**src/rtl/qdec_pkg.sv**
```systemverilog
// Shared types and register addresses for the quadrature timer counter.
package qdec_pkg;
    localparam int AW = 3;

    typedef enum logic [1:0] {
        FN_CLK = 2'd0,
        FN_X2A = 2'd1,
        FN_X2B = 2'd2,
        FN_X4  = 2'd3
    } qdec_fn_e;

    localparam logic [AW-1:0] ADR_CTRL = 3'd0;
    localparam logic [AW-1:0] ADR_FN   = 3'd1;
    localparam logic [AW-1:0] ADR_PSC  = 3'd2;
    localparam logic [AW-1:0] ADR_CEIL = 3'd3;
    localparam logic [AW-1:0] ADR_CNT  = 3'd4;

    localparam int B_EN   = 0;
    localparam int B_UG   = 1;
    localparam int B_FLAG = 2;
    localparam int B_DIR  = 3;
endpackage

```
**src/rtl/qdec_sync_edge.sv**
```systemverilog
// Synchroniser plus change detector for one asynchronous input.
// Assumes the input is slow compared with clk; chg is high for one
// cycle whenever the synchronised level differs from its previous value.
module qdec_sync_edge #(
    parameter int STAGES = 2
) (
    input  logic clk,
    input  logic rst_n,
    input  logic din,
    output logic level,
    output logic chg
);
    logic [STAGES-1:0] sh_q;
    logic              prev_q;

    // Shift the raw input through the synchroniser and keep the last level.
    always_ff @(posedge clk) begin
        if (!rst_n) begin
            sh_q   <= '0;
            prev_q <= 1'b0;
        end else begin
            sh_q   <= {sh_q[STAGES-2:0], din};
            prev_q <= sh_q[STAGES-1];
        end
    end

    assign level = sh_q[STAGES-1];
    assign chg   = sh_q[STAGES-1] ^ prev_q;
endmodule

```
**src/rtl/qdec_step_decode.sv**
```systemverilog
// Turns the selected counting function into a step request and a direction.
// Assumes synchronised phase levels and single-cycle change strobes.
module qdec_step_decode
    import qdec_pkg::*;
(
    input  qdec_fn_e fn,
    input  logic     en,
    input  logic     a_lvl,
    input  logic     b_lvl,
    input  logic     a_chg,
    input  logic     b_chg,
    output logic     evt,
    output logic     up
);
    logic a_only, b_only;

    assign a_only = a_chg & ~b_chg;
    assign b_only = b_chg & ~a_chg;

    // Select the event source and direction rule for the active function.
    always_comb begin
        evt = 1'b0;
        up  = 1'b1;
        unique case (fn)
            FN_CLK: begin
                evt = en;
                up  = 1'b1;
            end
            FN_X2A: begin
                evt = en & a_only;
                up  = a_lvl ^ b_lvl;
            end
            FN_X2B: begin
                evt = en & b_only;
                up  = ~(a_lvl ^ b_lvl);
            end
            FN_X4: begin
                evt = en & (a_only | b_only);
                up  = a_only ? (a_lvl ^ b_lvl) : ~(a_lvl ^ b_lvl);
            end
            default: begin
                evt = 1'b0;
                up  = 1'b1;
            end
        endcase
    end
endmodule

```
**src/rtl/qdec_prescale.sv**
```systemverilog
// Divides count events by psc+1. Assumes restart has priority over evt.
module qdec_prescale #(
    parameter int PW = 16
) (
    input  logic          clk,
    input  logic          rst_n,
    input  logic          evt,
    input  logic          restart,
    input  logic [PW-1:0] psc,
    output logic          tick
);
    logic [PW-1:0] pcnt_q;
    logic          last;

    assign last = (pcnt_q >= psc);
    assign tick = evt & last & ~restart;

    // Advance the divider on each event; return to zero at the limit or on restart.
    always_ff @(posedge clk) begin
        if (!rst_n || restart) begin
            pcnt_q <= '0;
        end else if (evt) begin
            pcnt_q <= last ? '0 : pcnt_q + 1'b1;
        end
    end
endmodule

```
**src/rtl/qdec_timer.sv**
```systemverilog
// Quadrature encoder timer counter: register file, up/down counter with
// wrap at the ceiling, update flag and forced update. Assumes PW <= CW and CW >= 4.
module qdec_timer
    import qdec_pkg::*;
#(
    parameter int CW      = 16,
    parameter int PW      = 16,
    parameter int SYNC_ST = 2
) (
    input  logic          clk,
    input  logic          rst_n,
    input  logic          bus_wr,
    input  logic [AW-1:0] bus_addr,
    input  logic [CW-1:0] bus_wdata,
    output logic [CW-1:0] bus_rdata,
    input  logic          phase_a,
    input  logic          phase_b,
    output logic          upd_evt,
    output logic          dir_o
);
    localparam int NPH = 2;

    logic           en_q, ug_q, flag_q, dir_q, upd_q;
    qdec_fn_e       fn_q;
    logic [PW-1:0]  psc_q;
    logic [CW-1:0]  ceil_q, cnt_q;
    logic [NPH-1:0] ph_in, ph_lvl, ph_chg;
    logic           evt, up, tick, wrap;
    logic           wr_ctrl, wr_fn, wr_psc, wr_ceil, wr_cnt;

    assign ph_in = {phase_b, phase_a};

    genvar g;
    generate
        for (g = 0; g < NPH; g++) begin : g_phase
            qdec_sync_edge #(.STAGES(SYNC_ST)) sync_i (
                .clk   (clk),
                .rst_n (rst_n),
                .din   (ph_in[g]),
                .level (ph_lvl[g]),
                .chg   (ph_chg[g])
            );
        end
    endgenerate

    qdec_step_decode dec_i (
        .fn    (fn_q),
        .en    (en_q),
        .a_lvl (ph_lvl[0]),
        .b_lvl (ph_lvl[1]),
        .a_chg (ph_chg[0]),
        .b_chg (ph_chg[1]),
        .evt   (evt),
        .up    (up)
    );

    qdec_prescale #(.PW(PW)) psc_i (
        .clk     (clk),
        .rst_n   (rst_n),
        .evt     (evt),
        .restart (ug_q),
        .psc     (psc_q),
        .tick    (tick)
    );

    assign wr_ctrl = bus_wr && (bus_addr == ADR_CTRL);
    assign wr_fn   = bus_wr && (bus_addr == ADR_FN);
    assign wr_psc  = bus_wr && (bus_addr == ADR_PSC);
    assign wr_ceil = bus_wr && (bus_addr == ADR_CEIL);
    assign wr_cnt  = bus_wr && (bus_addr == ADR_CNT);

    assign wrap = tick && !ug_q && !wr_cnt &&
                  ((up && cnt_q >= ceil_q) || (!up && cnt_q == '0));

    // Configuration registers written directly from the bus.
    always_ff @(posedge clk) begin
        if (!rst_n) begin
            en_q   <= 1'b0;
            ug_q   <= 1'b0;
            fn_q   <= FN_CLK;
            psc_q  <= '0;
            ceil_q <= '1;
        end else begin
            ug_q <= wr_ctrl && bus_wdata[B_UG];
            if (wr_ctrl) en_q   <= bus_wdata[B_EN];
            if (wr_fn)   fn_q   <= qdec_fn_e'(bus_wdata[1:0]);
            if (wr_psc)  psc_q  <= bus_wdata[PW-1:0];
            if (wr_ceil) ceil_q <= bus_wdata;
        end
    end

    // Counter value: forced update, then bus write, then a prescaled step.
    always_ff @(posedge clk) begin
        if (!rst_n) begin
            cnt_q <= '0;
        end else if (ug_q) begin
            cnt_q <= dir_q ? ceil_q : '0;
        end else if (wr_cnt) begin
            cnt_q <= bus_wdata;
        end else if (tick) begin
            if (up) cnt_q <= (cnt_q >= ceil_q) ? '0 : cnt_q + 1'b1;
            else    cnt_q <= (cnt_q == '0) ? ceil_q : cnt_q - 1'b1;
        end
    end

    // Direction follows the last counted encoder move; clock mode counts up.
    always_ff @(posedge clk) begin
        if (!rst_n || fn_q == FN_CLK) begin
            dir_q <= 1'b0;
        end else if (evt) begin
            dir_q <= ~up;
        end
    end

    // Update pulse and sticky flag with set priority over clear.
    always_ff @(posedge clk) begin
        if (!rst_n) begin
            upd_q  <= 1'b0;
            flag_q <= 1'b0;
        end else begin
            upd_q <= ug_q | wrap;
            if (ug_q || wrap) flag_q <= 1'b1;
            else if (wr_ctrl && bus_wdata[B_FLAG]) flag_q <= 1'b0;
        end
    end

    // Combinational read mux.
    always_comb begin
        bus_rdata = '0;
        unique case (bus_addr)
            ADR_CTRL: begin
                bus_rdata[B_EN]   = en_q;
                bus_rdata[B_UG]   = ug_q;
                bus_rdata[B_FLAG] = flag_q;
                bus_rdata[B_DIR]  = dir_q;
            end
            ADR_FN:   bus_rdata = CW'(fn_q);
            ADR_PSC:  bus_rdata = CW'(psc_q);
            ADR_CEIL: bus_rdata = ceil_q;
            ADR_CNT:  bus_rdata = cnt_q;
            default:  bus_rdata = '0;
        endcase
    end

    assign upd_evt = upd_q;
    assign dir_o   = dir_q;
endmodule

```
**config.mk**
```make
export PLATFORM = sky130hd
export DESIGN_NAME = qdec_timer
export DESIGN_NICKNAME = d
export VERILOG_FILES = /design/src/rtl/qdec_pkg.sv /design/src/rtl/qdec_sync_edge.sv /design/src/rtl/qdec_step_decode.sv /design/src/rtl/qdec_prescale.sv /design/src/rtl/qdec_timer.sv
export SDC_FILE = /design/constraint.sdc
export NUM_CORES = 1
export LEC_CHECK = 0
export ABC_AREA = 1
export BUFFER_PORTS_ARGS = -buffer_cell sky130_fd_sc_hd__buf_2
export CORE_ASPECT_RATIO = 0.6
export CORE_MARGIN = 3
export CORE_UTILIZATION = 39
export CTS_CLUSTER_DIAMETER = 200
export DETAILED_ROUTE_END_ITERATION = 10
export RECOVER_POWER = 50
export SKIP_CTS_REPAIR_TIMING = 1
export SLEW_MARGIN = 20
export SYNTH_ARGS = -nofsm -noshare
export SYNTH_HDL_FRONTEND = slang
export SYNTH_SLANG_ARGS = --single-unit
```
**constraint.sdc**
```tcl
create_clock -name clk -period 3.6 [get_ports clk]
set_input_delay 0.54 -clock clk [delete_from_list [all_inputs] [get_ports clk]]
set_output_delay 0.54 -clock clk [all_outputs]
set_load 0.01 [all_outputs]
```
* After elaboration in Yosys (flattened, before gate mapping)
Cells that the tools add are included.
Storage, ports and cells: logic and storage cells 83, memory bits (read-only) 0, output and inout bits 18, memories 0, flip-flop bits (word level) 77, bits in writable memories 0, latch bits 0, bits of input ports 24
Operators by class: equality and inequality tests 7, mux-type cells 15, $add $sub $neg 3, shift-type cells 0, magnitude comparators 2, bitwise operators 17, multipliers 0, reductions and logical operators 25, divide/modulo/power cells 0
Operators with widths (number):
- 16-bit two-way mux | 8
- 12-bit case mux with 3 select lines | 1
- 16-bit by 1-bit adder with 16-bit output, second input constant | 2
- 16-bit greater-or-equal comparator | 2
- 4-bit case mux with 5 select lines | 1
- 16-bit logical NOT | 1
- 16-bit by 1-bit subtractor with 16-bit output, second input constant | 1
- 1-bit logical AND | 12
- 1-bit case mux with 4 select lines | 2
- 1-bit bitwise AND | 7
- 3-bit by 2-bit equality test with 1-bit output, second input constant | 2
- 1-bit inverter | 5
- 2-bit equality test, second input constant | 2
- 1-bit logical NOT | 4
- 1-bit logical OR | 4
- 3-bit by 1-bit equality test with 1-bit output, second input constant | 1
- 3-bit equality test, second input constant | 1
- 3-bit logical NOT | 1
- 1-bit two-way mux | 3
- 3-bit nonzero test | 1
- 1-bit XOR | 3
- 2-bit by 1-bit equality test with 1-bit output, second input constant | 1
- 2-bit logical NOT | 1
- 1-bit OR | 2
- 2-bit nonzero test | 1

* Longest topological paths before layout
depth after elaboration 13, depth in mapped cells 17, gate-level depth less buffers 16

* Cells and area by module
A second synthesis with hierarchy kept.
Second synthesis, totals: cells, all modules 869, area, all modules 5672.9 um^2
Modules (own cells, without submodules):
- qdec_timer | cells each 648, area each 4159.0 um^2, instances 1, sequential area each 1101.1 um^2
- qdec_prescale | cells each 172, area each 1199.9 um^2, instances 1, sequential area each 320.3 um^2
- qdec_sync_edge | cells each 14, area each 101.3 um^2, instances 2, sequential area each 60.1 um^2
- qdec_step_decode | cells each 21, area each 111.4 um^2, instances 1, sequential area each 0.0 um^2

* Worst setup path after synthesis
OpenSTA, ideal clock, no wires.
kind register to register, from reg g_phase[0].sync_i.sh_q[1], to reg psc_i.pcnt_q[14], clock period less this slack 1.960 ns, setup slack 1.640 ns, data arrival time 1.895 ns, stages on the path, launching flop included 14, data required time 3.536 ns, library setup time 0.064 ns, path buffers 1, cells stage by stage dfxtp_1 > xor2_1 > inv_1 > ha_1 > nand2_1 > nand3_1 > a21oi_2 > buf_4 > nand2_2 > nor3_4 > nand2_1 > o21bai_1 > nand3_1 > nor2_1
Between the ends: word-level cells in the longest chain between the ends 6, elaborated cells between the ends (all ways) 9, classes of those cells mux (1); bitwise (8)
Ends and longest elaborated chain:
- start, declared | RTL line qdec_sync_edge.sv:13 | logic [STAGES-1:0] sh_q;
- start signal, assigned | RTL line qdec_sync_edge.sv:22 | sh_q <= {sh_q[STAGES-2:0], din};
- 1-bit XOR (*) | RTL line qdec_sync_edge.sv:28 | assign chg = sh_q[STAGES-1] ^ prev_q;
- 1-bit inverter | RTL line qdec_step_decode.sv:18 | assign b_only = b_chg & ~a_chg;
- 1-bit bitwise AND | RTL line qdec_step_decode.sv:18
- 1-bit OR | RTL line qdec_step_decode.sv:38 | evt = en & (a_only | b_only);
- 1-bit bitwise AND | RTL line qdec_step_decode.sv:38
- 1-bit case mux with 4 select lines (*) | RTL line qdec_step_decode.sv:24 | unique case (fn)
- end signal, assigned | RTL line qdec_prescale.sv:23 | pcnt_q <= last ? '0 : pcnt_q + 1'b1;
- end, declared | RTL line qdec_prescale.sv:12 | logic [PW-1:0] pcnt_q;
Every way passes the cells marked *; elsewhere a longest branch is shown, timed or not. A chain may end at the register's enable or synchronous reset.

* Worst setup path in the final report
Same ends and word-level chain as after synthesis.

==> run_results.csv <==
group,metric,value,unit
critical_path,worstReg2RegStart,"g_phase[0].sync_i.sh_q[1]$_SDFF_PN0_",
timing,tns,0,ns
power,leakage,3.39,nW
worst_hold_path,hp-class,"primary input to register",
status,status,"complete, but fails checks",
placement,port_buffers,41,
critical_path,path_class,"register to register",
cts,numCtsBuffers,9,
cts,cts_buffer_depth,2,
drt,initialDrtViolationCount,731,
yosys,synthesis.area,5840,sq um
placement,dpl_cell_area,6170,sq um
timing,setup_viol,0,
finish,drive_gt1_share,8.11,%
critical_path,crit_slowest_cell,"nor3_1",
grt,grt_overflow,0,
timing,hold_viol_final,0,
critical_path,crit_required,3.87,ns
grt,grt_usage,22.8,%
critical_path,startpoint_type,"register",
finish,antennaDiodeCount,0,
critical_path,r2r-end,"psc_i.pcnt_q[14]$_SDFFE_PP0N_",
drt,dr.pass1.iters,5,
placement,dp_slack,0.906,ns
cts,cts-root-buf,"clkbuf_16",
status,violations,"max-capacitance violations, max-slew violations",
timing,rsz0062_at_grt,"no",
drt,postRouteAntennaNets,0,
timing,slew_violations,45,
critical_path,slowest_delay,0.47,ns
yosys,syn_avg_cell_area,6.19,sq um
finish,final_cell_mix,"nand2_1 (249), inv_1 (148), nand3_1 (84)",
finish,final_common_cell,"nand2_1",
critical_path,crit_chain,"xor2_1 -> inv_1 -> ha_1 -> nand2_1 -> nand3_1 -> a21oi_1 -> clkbuf_1 -> nand2_2 -> nor3_1 -> nand2_1 -> o21bai_1 -> nand3_1 -> nor2_1",
yosys,synthCells,944,
finish,nNetsFinal,1033,
critical_path,rrSetupSlack,0.76,ns
grt,grt_pass1_wl,29500,um
drt,drc_errors,0,
timing,max_slew_margin,-27.7,%
cts,clk_latency,0.34,ns
critical_path,cp_max_fo,11,
timing,finClkSkew,0.00826,ns
floorplanning,start_util,41.4,%
timing,worst_pin_slew,1.91,ns
run,max_cap_violations,1,
finish,finalInstanceArea,6480,sq um
power,combPwrFrac,23.3,%
power,swShare,31.3,%
floorplanning,die_w,164,um
yosys,synth.distinct_cells,44,
drt,vias,6048,
critical_path,cp.arrival,3.11,ns
power,max-vdd-ir-drop,0.000223,V
floorplanning,core_region_area,14100,sq um
yosys,ys_warn_count,0,
drt,drt_wl_total,18200,um
placement,place_congestion,0.865,
floorplanning,rows,33,
finish,area_growth,11.1,%
floorplanning,die_area,16500,sq um
power,seqPwrFrac,34.9,%
critical_path,critPathLaunch,"g_phase[0].sync_i.sh_q[1]$_SDFF_PN0_",
critical_path,end_kind,"register",
finish,fin_util,45.9,%
power,powerDensity,409,nW/um^2
floorplanning,ios,42,
yosys,ys_seq_area_share,26.4,%
cts,path_clk_slew,0.06,ns
power,power.internal,0.00182,W
yosys,ys_ff_latch,77,
grt,antenna_found_initial,0,
timing,fin_crit_sh,78.9,%
critical_path,setup.worst_path.end,"psc_i.pcnt_q[14]$_SDFFE_PP0N_",
power,power.switching,0.000830,W
placement,dp_hpwl,14200,um
yosys,synth_nets,1006,
critical_path,reg2regPathDepth,13,
timing,timing.hold.ws,0.387,ns
cts,htree_levels,3,
timing,post-route-min-period,2.84,ns
timing,setup_ws,0.761,ns
drt,vias_per_cell,5.19,
power,power.share.clock,41.7,%
timing,max_freq,352,MHz
grt,grt_pass1_vias,5336,
drt,post_drt_wl_per_cell,15.6,um
grt,grt_start_max_net_pins,45,
cts,cts_tree,"yes",
cts,clock_sinks,77,
floorplanning,die-height,101,um
cell usage after synthesis (all sizes together):
cell    count  area [sq um]
nor2       81           337
a21oi      68           344
buf        17           110
a221o       1          10.0
a21o        1          7.51
o22ai       4          25.0
nor4        2          18.8
dfxtp      77          1540
o21a        1          7.51
o21ai      73           365
o21bai      2          15.0
nand4      15           100
xnor2       2          17.5
nand3      87           458
clkinv      8          30.0
nor3        9          61.3
nor3b       1          7.51
clkbuf     15          57.6
inv       153           574
o211ai      1          7.51
ha         38           475
xor2       19           166
nand2     253           967
and3        1          6.26
or2         1          6.26
o221ai     13           114
a221oi      1          8.76
area by class of cell:
class | count | area, sq um
Clock inverter | 5 | 125
Clock buffer | 9 | 225
Timing Repair Buffer | 48 | 240
Inverter | 161 | 604
Multi-Input combinational cell | 674 | 3510
Tap cell | 192 | 240
Sequential cell | 77 | 1540
Fill cell | 1525 | 7640
sequential cells by signal (all words and copies together), names as in the netlist, 2 cells and up:
signal / cells
g_phase.sync_i.sh_q: 4
psc_i.pcnt_q: 16
cnt_q: 16
ceil_q: 16
fn_q: 2
psc_q: 16
g_phase.sync_i.prev_q: 2
worst max-delay path: cells and delay by family, from the launching register on:
kind            cells  cell delay (ns)
flops               1             0.38
simple gates        7             1.11
buf+inv             2             0.49
compound gates      2             0.30
fa+ha+maj           1             0.29
xor+xnor            1             0.21
metrics by stage:
stage,total power (W),std cells
finish,0.00265,1166
floorplan,0.00139,944
CTS,0.00265,1166
detailed placement,0.00155,1152
global placement,0.00155,1152
global route,0.00280,1166
how the worst min path moves through the flow:
stage | start | endpoint | slack [ns] | cells after the start
after floorplan | g_phase[0].sync_i.sh_q[0]$_SDFF_PN0_ | g_phase[0].sync_i.sh_q[1]$_SDFF_PN0_ | 0.39 | 2
after global placement | g_phase[0].sync_i.sh_q[0]$_SDFF_PN0_ | g_phase[0].sync_i.sh_q[1]$_SDFF_PN0_ | 0.39 | 2
after detailed placement | g_phase[0].sync_i.sh_q[0]$_SDFF_PN0_ | g_phase[0].sync_i.sh_q[1]$_SDFF_PN0_ | 0.40 | 2
after CTS | phase_b | g_phase[1].sync_i.sh_q[0]$_SDFF_PN0_ | 0.38 | 3
after global routing | phase_a | g_phase[0].sync_i.sh_q[0]$_SDFF_PN0_ | 0.41 | 3
final | phase_a | g_phase[0].sync_i.sh_q[0]$_SDFF_PN0_ | 0.39 | 3
per-layer routing:
metal  track usage (%)  share of wire (%)  wire length (um)
met5                 0                  0                 0
met4              3.83               0.75               137
met3              5.01                9.4              1710
met2              29.8                 36              6610
met1              37.3                 54              9760
kinds of logic (layout without fill, tap and decap cells):
group	count (synthesis)	after routing	share of synthesized area, %
adder cells (fa/ha/maj)	38	38	8.14
buffers and inverters	193	223	13.2
flip-flops	77	77	26.4
XOR/XNOR	21	21	3.15
AND/OR/NAND/NOR	450	450	33.6
AO/OA/AOI/OAI	165	165	15.5
power by group through the flow:
stage	combinational [W]	sequential, W	clock, W
after floorplan	0.000467	0.000922	0
after global placement	0.000604	0.000945	0
after detailed placement	0.000605	0.000944	0
after CTS	0.000610	0.000926	0.00112
after global routing	0.000712	0.000932	0.00116
final	0.000619	0.000927	0.00111
(Power assumes the default switching activity.)
